**config.mk**
```make
export PLATFORM = sky130hd
export DESIGN_NAME = rot_loop_ctl
export DESIGN_NICKNAME = d
export VERILOG_FILES = /design/src/rtl/rot_loop_pkg.sv /design/src/rtl/rot_loop_step.sv /design/src/rtl/rot_base_ctr.sv /design/src/rtl/rot_rename.sv /design/src/rtl/rot_loop_ctl.sv
export SDC_FILE = /design/constraint.sdc
export NUM_CORES = 1
export LEC_CHECK = 0
export ABC_CLOCK_PERIOD_IN_PS = 10500
export BUFFER_PORTS_ARGS = -buffer_cell sky130_fd_sc_hd__clkbuf_2
export CAP_MARGIN = 5
export CORE_MARGIN = 5
export CORE_UTILIZATION = 34
export CTS_CLUSTER_DIAMETER = 80
export DETAILED_ROUTE_END_ITERATION = 8
export PLACE_DENSITY = 0.54
export SLEW_MARGIN = 5
export SYNTH_ARGS = -nofsm -noshare
export SYNTH_HDL_FRONTEND = slang
export SYNTH_HIERARCHICAL = 1
export SYNTH_SLANG_ARGS = --single-unit
```
**constraint.sdc**
```tcl
create_clock -name clk -period 10.5 [get_ports clk]
set_clock_uncertainty 0.05 [all_clocks]
set_input_delay 0.525 -clock clk [delete_from_list [all_inputs] [get_ports clk]]
set_output_delay 0.525 -clock clk [all_outputs]
set_load 0.005 [all_outputs]
```
**src/rtl/rot_loop_pkg.sv**
```systemverilog
// Shared types for the counted loop rotation controller.
// Assumes: nothing beyond IEEE 1800-2017.
package rot_loop_pkg;

    // Which branch case applies to the current counter values.
    typedef enum logic [1:0] {
        STEP_KERNEL = 2'd0,  // iteration counter nonzero
        STEP_DRAIN  = 2'd1,  // iteration zero, drain above one
        STEP_LAST   = 2'd2,  // iteration zero, drain exactly one
        STEP_IDLE   = 2'd3   // both zero
    } step_kind_e;

endpackage

```
**src/rtl/rot_loop_step.sv**
```systemverilog
// Combinational next-state logic for one counted loop branch.
// Classifies the counter pair and returns the updated counters, the rotate
// request, the stage predicate value and the continue-type decision.
// Assumes: the caller applies the results only when a strobe is present.
module rot_loop_step
    import rot_loop_pkg::*;
#(
    parameter int LC_W = 16,
    parameter int EC_W = 6
) (
    input  logic [LC_W-1:0] lc_i,
    input  logic [EC_W-1:0] ec_i,
    output logic [LC_W-1:0] lc_nxt_o,
    output logic [EC_W-1:0] ec_nxt_o,
    output logic            rotate_o,
    output logic            inject_o,
    output logic            cont_taken_o
);

    step_kind_e kind;

    // Classify the counter pair into one of the four branch cases.
    always_comb begin
        if (lc_i != '0)
            kind = STEP_KERNEL;
        else if (ec_i > EC_W'(1))
            kind = STEP_DRAIN;
        else if (ec_i == EC_W'(1))
            kind = STEP_LAST;
        else
            kind = STEP_IDLE;
    end

    // Produce the counter updates and side effects of the selected case.
    always_comb begin
        lc_nxt_o     = lc_i;
        ec_nxt_o     = ec_i;
        rotate_o     = 1'b0;
        inject_o     = 1'b0;
        cont_taken_o = 1'b0;
        case (kind)
            STEP_KERNEL: begin
                lc_nxt_o     = lc_i - LC_W'(1);
                rotate_o     = 1'b1;
                inject_o     = 1'b1;
                cont_taken_o = 1'b1;
            end
            STEP_DRAIN: begin
                ec_nxt_o     = ec_i - EC_W'(1);
                rotate_o     = 1'b1;
                cont_taken_o = 1'b1;
            end
            STEP_LAST: begin
                ec_nxt_o     = '0;
                rotate_o     = 1'b1;
            end
            default: begin
            end
        endcase
    end

endmodule

```
**src/rtl/rot_base_ctr.sv**
```systemverilog
// Modular down-counting rename offset for one rotating window.
// Moving down from zero wraps to SIZE-1. A clear forces zero. The decrement
// has priority over the clear. base_nxt_o exposes the value of the next edge.
// Assumes: SIZE >= 2.
module rot_base_ctr #(
    parameter int SIZE = 8,
    localparam int BW  = $clog2(SIZE)
) (
    input  logic          clk,
    input  logic          rst_n,
    input  logic          dec_i,
    input  logic          clr_i,
    output logic [BW-1:0] base_o,
    output logic [BW-1:0] base_nxt_o
);

    logic [BW-1:0] base_q;

    // Compute the offset for the next edge.
    always_comb begin
        if (dec_i)
            base_nxt_o = (base_q == '0) ? BW'(SIZE - 1) : base_q - BW'(1);
        else if (clr_i)
            base_nxt_o = '0;
        else
            base_nxt_o = base_q;
    end

    // Hold the offset, zero under reset.
    always_ff @(posedge clk) begin
        if (!rst_n)
            base_q <= '0;
        else
            base_q <= base_nxt_o;
    end

    assign base_o = base_q;

endmodule

```
**src/rtl/rot_rename.sv**
```systemverilog
// Logical-to-physical register translation for one rotating window.
// A number inside [LO, LO+SIZE) is offset by base modulo SIZE. Any other
// number passes through unchanged.
// Assumes: LO+SIZE <= 2**IDX_W and base_i < SIZE.
module rot_rename #(
    parameter int IDX_W = 7,
    parameter int LO    = 32,
    parameter int SIZE  = 8,
    localparam int BW   = $clog2(SIZE)
) (
    input  logic [IDX_W-1:0] log_i,
    input  logic [BW-1:0]    base_i,
    output logic [IDX_W-1:0] phys_o
);

    localparam int SW = IDX_W + 1;

    logic [SW-1:0] log_x;
    logic [SW-1:0] off;
    logic [SW-1:0] sum;
    logic          in_win;

    // Translate: window-relative offset, add base, fold once, rebase.
    always_comb begin
        log_x  = SW'(log_i);
        in_win = (log_x >= SW'(LO)) && (log_x < SW'(LO + SIZE));
        off    = log_x - SW'(LO);
        sum    = off + SW'(base_i);
        if (sum >= SW'(SIZE))
            sum = sum - SW'(SIZE);
        phys_o = in_win ? IDX_W'(SW'(LO) + sum) : log_i;
    end

endmodule

```
**src/rtl/rot_loop_ctl.sv**
```systemverilog
// Counted loop rotation controller, top level.
// Holds the iteration and drain counters. On a loop-branch strobe it applies
// the branch case in one cycle, rotates both rename windows and reports the
// decision and the stage predicate. Loads and clears act only in cycles
// without a strobe.
// Assumes: GR_ROT >= 2, PR_ROT >= 2, windows fit their index widths.
module rot_loop_ctl #(
    parameter int LC_W     = 16,
    parameter int EC_W     = 6,
    parameter int GR_IDX_W = 7,
    parameter int GR_LO    = 32,
    parameter int GR_ROT   = 8,
    parameter int PR_IDX_W = 6,
    parameter int PR_LO    = 16,
    parameter int PR_ROT   = 48
) (
    input  logic                      clk,
    input  logic                      rst_n,
    input  logic                      br_cont_i,
    input  logic                      br_exit_i,
    input  logic                      lc_load_i,
    input  logic [LC_W-1:0]           lc_load_val_i,
    input  logic                      ec_load_i,
    input  logic [EC_W-1:0]           ec_load_val_i,
    input  logic                      base_clr_i,
    input  logic [GR_IDX_W-1:0]       gr_log_i,
    input  logic [PR_IDX_W-1:0]       pr_log_i,
    output logic                      br_taken_o,
    output logic                      pred_wr_en_o,
    output logic [PR_IDX_W-1:0]       pred_wr_idx_o,
    output logic                      pred_inj_o,
    output logic [LC_W-1:0]           lc_o,
    output logic [EC_W-1:0]           ec_o,
    output logic [$clog2(GR_ROT)-1:0] gr_base_o,
    output logic [$clog2(PR_ROT)-1:0] pr_base_o,
    output logic [GR_IDX_W-1:0]       gr_phys_o,
    output logic [PR_IDX_W-1:0]       pr_phys_o
);

    localparam int GR_BW = $clog2(GR_ROT);
    localparam int PR_BW = $clog2(PR_ROT);

    logic            strobe;
    logic [LC_W-1:0] lc_q;
    logic [EC_W-1:0] ec_q;
    logic [LC_W-1:0] lc_nxt;
    logic [EC_W-1:0] ec_nxt;
    logic            rotate;
    logic            inject;
    logic            cont_taken;
    logic            clr_eff;
    logic [GR_BW-1:0] gr_base_nxt;
    logic [PR_BW-1:0] pr_base_nxt;

    // Either branch kind starts a loop-branch update.
    assign strobe  = br_cont_i | br_exit_i;
    assign clr_eff = base_clr_i & ~strobe;

    rot_loop_step #(
        .LC_W (LC_W),
        .EC_W (EC_W)
    ) u_step (
        .lc_i         (lc_q),
        .ec_i         (ec_q),
        .lc_nxt_o     (lc_nxt),
        .ec_nxt_o     (ec_nxt),
        .rotate_o     (rotate),
        .inject_o     (inject),
        .cont_taken_o (cont_taken)
    );

    // Counter registers: the branch update wins, otherwise software loads.
    always_ff @(posedge clk) begin
        if (!rst_n) begin
            lc_q <= '0;
            ec_q <= '0;
        end else if (strobe) begin
            lc_q <= lc_nxt;
            ec_q <= ec_nxt;
        end else begin
            if (lc_load_i)
                lc_q <= lc_load_val_i;
            if (ec_load_i)
                ec_q <= ec_load_val_i;
        end
    end

    rot_base_ctr #(
        .SIZE (GR_ROT)
    ) u_gr_base (
        .clk        (clk),
        .rst_n      (rst_n),
        .dec_i      (strobe & rotate),
        .clr_i      (clr_eff),
        .base_o     (gr_base_o),
        .base_nxt_o (gr_base_nxt)
    );

    rot_base_ctr #(
        .SIZE (PR_ROT)
    ) u_pr_base (
        .clk        (clk),
        .rst_n      (rst_n),
        .dec_i      (strobe & rotate),
        .clr_i      (clr_eff),
        .base_o     (pr_base_o),
        .base_nxt_o (pr_base_nxt)
    );

    rot_rename #(
        .IDX_W (GR_IDX_W),
        .LO    (GR_LO),
        .SIZE  (GR_ROT)
    ) u_gr_map (
        .log_i  (gr_log_i),
        .base_i (gr_base_o),
        .phys_o (gr_phys_o)
    );

    rot_rename #(
        .IDX_W (PR_IDX_W),
        .LO    (PR_LO),
        .SIZE  (PR_ROT)
    ) u_pr_map (
        .log_i  (pr_log_i),
        .base_i (pr_base_o),
        .phys_o (pr_phys_o)
    );

    // Slot of the lowest rotating predicate once this branch has rotated.
    rot_rename #(
        .IDX_W (PR_IDX_W),
        .LO    (PR_LO),
        .SIZE  (PR_ROT)
    ) u_inj_map (
        .log_i  (PR_IDX_W'(PR_LO)),
        .base_i (pr_base_nxt),
        .phys_o (pred_wr_idx_o)
    );

    // Decision: the continue kind takes priority when both strobes are high.
    assign br_taken_o   = strobe & (br_cont_i ? cont_taken : ~cont_taken);
    assign pred_wr_en_o = strobe;
    assign pred_inj_o   = strobe & inject;
    assign lc_o         = lc_q;
    assign ec_o         = ec_q;

endmodule

```
==> out/results.md <==
| Parameter | Reported | Unit |
| --- | --- | --- |
| Run status | finished clean | - |
| Library cell contributing the largest single delay on the critical path | sky130_fd_sc_hd__or4_4 | - |
| Maximum number of pins on one net before global-route repair | 33 | - |
| Die width | 111 | um |
| Kind of start point of the critical path | flip-flop | - |
| Via Count | 3,140 | - |
| Post-route setup TNS | 0 | ps |
| CTS Root Buffer Type | sky130_fd_sc_hd__clkbuf_8 | - |
| Sequential cell fraction of total power | 0.237 | - |
| CTS Hold Bufs | 0 | - |
| Part of the power in combinational logic | 0.636 | - |
| Net count, final | 579 | - |
| CTS tree | done | - |
| Hold Path Cell Cnt | 2 | - |
| Internal Dissipation | 413 | uW |
| Least-Margin Pin Slew | 798 | ps |
| Remaining global-route overflow | 0 | - |
| Antenna Cells | 0 | - |
| First-pass GRT wire length | 14,500 | um |
| Share of cells above drive strength 1 | 0.299 | - |
| Clk_lat worst skew | 280 | ps |
| CP Data Required Time | 9930 | ps |
| Endpoint class of the critical path | output port | - |
| Gate count of the mapped netlist | 398 | - |
| Layout fillers | 1,007 | - |
| Arrival time at the worst endpoint | 5190 | ps |
| Start point of the critical path | lc_o[3] | - |
| Leakage power | 0.00210 | uW |
| Setup repair after global routing missed its margin | false | - |
| Number of cells upsized or downsized after cts | 0 | - |
| Final cycle utilization of the critical path | 0.549 | - |
| Final hold vios | 0 | - |
| Number of detailed-routing iterations run before antenna repair | 4 | - |
| Worst hold slack across all endpoints | 499 | ps |
| Crit Path Class | flip-flop to output port | - |
| Final ANT Viol Nets | 0 | - |
| CTS H-tree depth | 2 | - |
| Cell area after technology mapping | 3460 | um^2 |
| Power dissipated by switching net loads | 307 | uW |
| Post-DR vias/cell | 5.00 | - |
| Clock network fraction of total power | 0.127 | - |
| Commonest non-fill, non-tap cells in the layout | 94 x sky130_fd_sc_hd__clkbuf_2, 40 x sky130_fd_sc_hd__inv_1, 40 x sky130_fd_sc_hd__ha_1, 31 x sky130_fd_sc_hd__dfxtp_1, 28 x sky130_fd_sc_hd__mux2_2 | - |
| Core area | 9860 | um^2 |
| Leading cell type in the layout, fill and taps excluded | sky130_fd_sc_hd__clkbuf_2 | - |
| Starting Density | 0.351 | - |
| Clock slew at the register clock pins of the worst setup and hold paths | 70 | ps |
| Max-capacitance violation count | 0 | - |
| Cell chain of the critical path | or4_4 -> nor4_4 -> nand4_2 -> a21oi_1 -> ha_1 -> inv_1 -> and2_1 -> nor4b_4 -> a31oi_1 -> inv_1 -> ha_1 -> inv_1 -> ha_1 -> xor2_1 -> ha_1 -> and2_1 -> a31oi_1 -> mux2_4 -> or3_1 -> a21oi_1 -> clkbuf_2 | - |
| I/O pin count | 95 | - |
| Iter 0 DRT Violations | 110 | - |
| Critical path's largest stage delay | 600 | ps |
| Number of cells on the worst reg-to-reg path | 11 | - |
| Cell family with the largest share of critical-path delay | simple AND/OR/NAND/NOR gates | - |
| Average cell area after synthesis | 8.69 | um^2 |
| Ratio of total power to cell area | 175 | nW/um^2 |
| Die ar. | 12,300 | um^2 |
| Per-cell routed wire length | 13.2 | um |
| Number of buffers added for setup after CTS | 0 | - |
| Post-detailed-placement half-perimeter wirelength | 6430 | um |
| Final wirelength | 8300 | um |
| Largest buffer count on any clock path | 2 | - |
| Count of input and output buffers | 94 | - |
| Clock sink count | 31 | - |
| Final critical delay including setup and external delays | 5760 | ps |
| Maximum frequency from static timing analysis | 173 | MHz |
| Slew margin rel. | 0.467 | - |
| Die span in y | 111 | um |
| Critical path depth | 21 | - |
| Inserted Clock Buffers | 5 | - |
| R2R setup slack | 7090 | ps |
| Switch share | 0.426 | - |
| Max rail drop VDD | 0.0000679 | V |
| Post-detailed-route DRC marker count | 0 | - |
| Final slew viol count | 0 | - |
| Worst-path fanout max | 16 | - |
| Routability Congestion | 0.810 | - |
| Startpoint of the most critical register-to-register path | lc_o[3] | - |
| Number of warnings issued by yosys | 6 | - |
| CP bufs+invs | 4 | - |
| Number of rows in the core area | 36 | - |
| Global router's overall resource usage | 0.136 | - |
| Most frequent cell on the critical path | sky130_fd_sc_hd__ha_1 | - |
| Setup violation total in the final timing report | 0 | - |
| Area Overhead vs Synth | 18.7 | % |
| Min-Delay Path Class | flip-flop to flip-flop | - |
| Initial antenna violation count | 0 | - |
| Worst min-delay path startpoint | u_gr_base/base_o[0] | - |
| Vias in the first global route | 3,100 | - |
[registers in the layout (all words and copies together) (netlist names)]
signal,cells
ec_o,6
u_gr_base/base_o,3
lc_o,16
u_pr_base/base_o,6
[area by class of cell]
class	count	area (um^2)	share of cell area
Sequential cell	31	621	0.151
Clock inverter	1	5.00	0.00122
Timing Repair Buffer	95	478	0.116
Multi-Input combinational cell	321	2610	0.636
Tap cell	133	166	0.0405
Inverter	40	150	0.0366
Clock buffer	7	76.3	0.0186
[worst reg2reg max path: cells and delay by family, from the launching register on]
| family | cells | cell delay [ps] |
|---|---|---|
| adders and majority gates | 1 | 370 |
| and+or+nand+nor | 7 | 2090 |
| DFF | 1 | 370 |
| AOI/OAI and AO/OA | 2 | 280 |
| xor gates and xnor gates | 1 | 140 |
[final timing paths]
path                                       endpoint
worst max-delay path               pred_wr_idx_o[5]
worst min register to register  u_gr_base/base_o[0]
worst min-delay path            u_gr_base/base_o[0]
worst max register to register              ec_o[5]
[routing by layer]
layer / track usage / part of all wire / vias to the layer above
met2: 0.236 / 0.47 / 77
met4: 0.0312 / 0.010 / 0
met1: 0.173 / 0.47 / 1461
met5: 0 / 0 / -
li1: - / - / 1595
met3: 0.0289 / 0.050 / 7
[power by group through the flow]
stage	Clock, uW	Combinational, uW	Sequential [uW]
finish	91.2	458	171
global route	101	522	176
CTS	96.0	460	171
detailed placement	0	457	174
global placement	0	451	173
floorplan	0	337	168
[per-stage QoR]
| stage | power [uW] | area, um^2 | util | std cells | setup slack, ps |
|---|---|---|---|---|---|
| floorplan | 505 | 3500 | - | 408 | 5720 |
| detailed placement | 631 | 4030 | 0.408 | 620 | 5040 |
| global route | 798 | 4110 | 0.416 | 628 | 4350 |
| global placement | 624 | 4030 | 0.408 | 620 | 5130 |
| CTS | 727 | 4110 | 0.416 | 628 | 4700 |
| finish | 720 | 4110 | 0.416 | 628 | 4740 |
(Power assumes the default switching activity.)
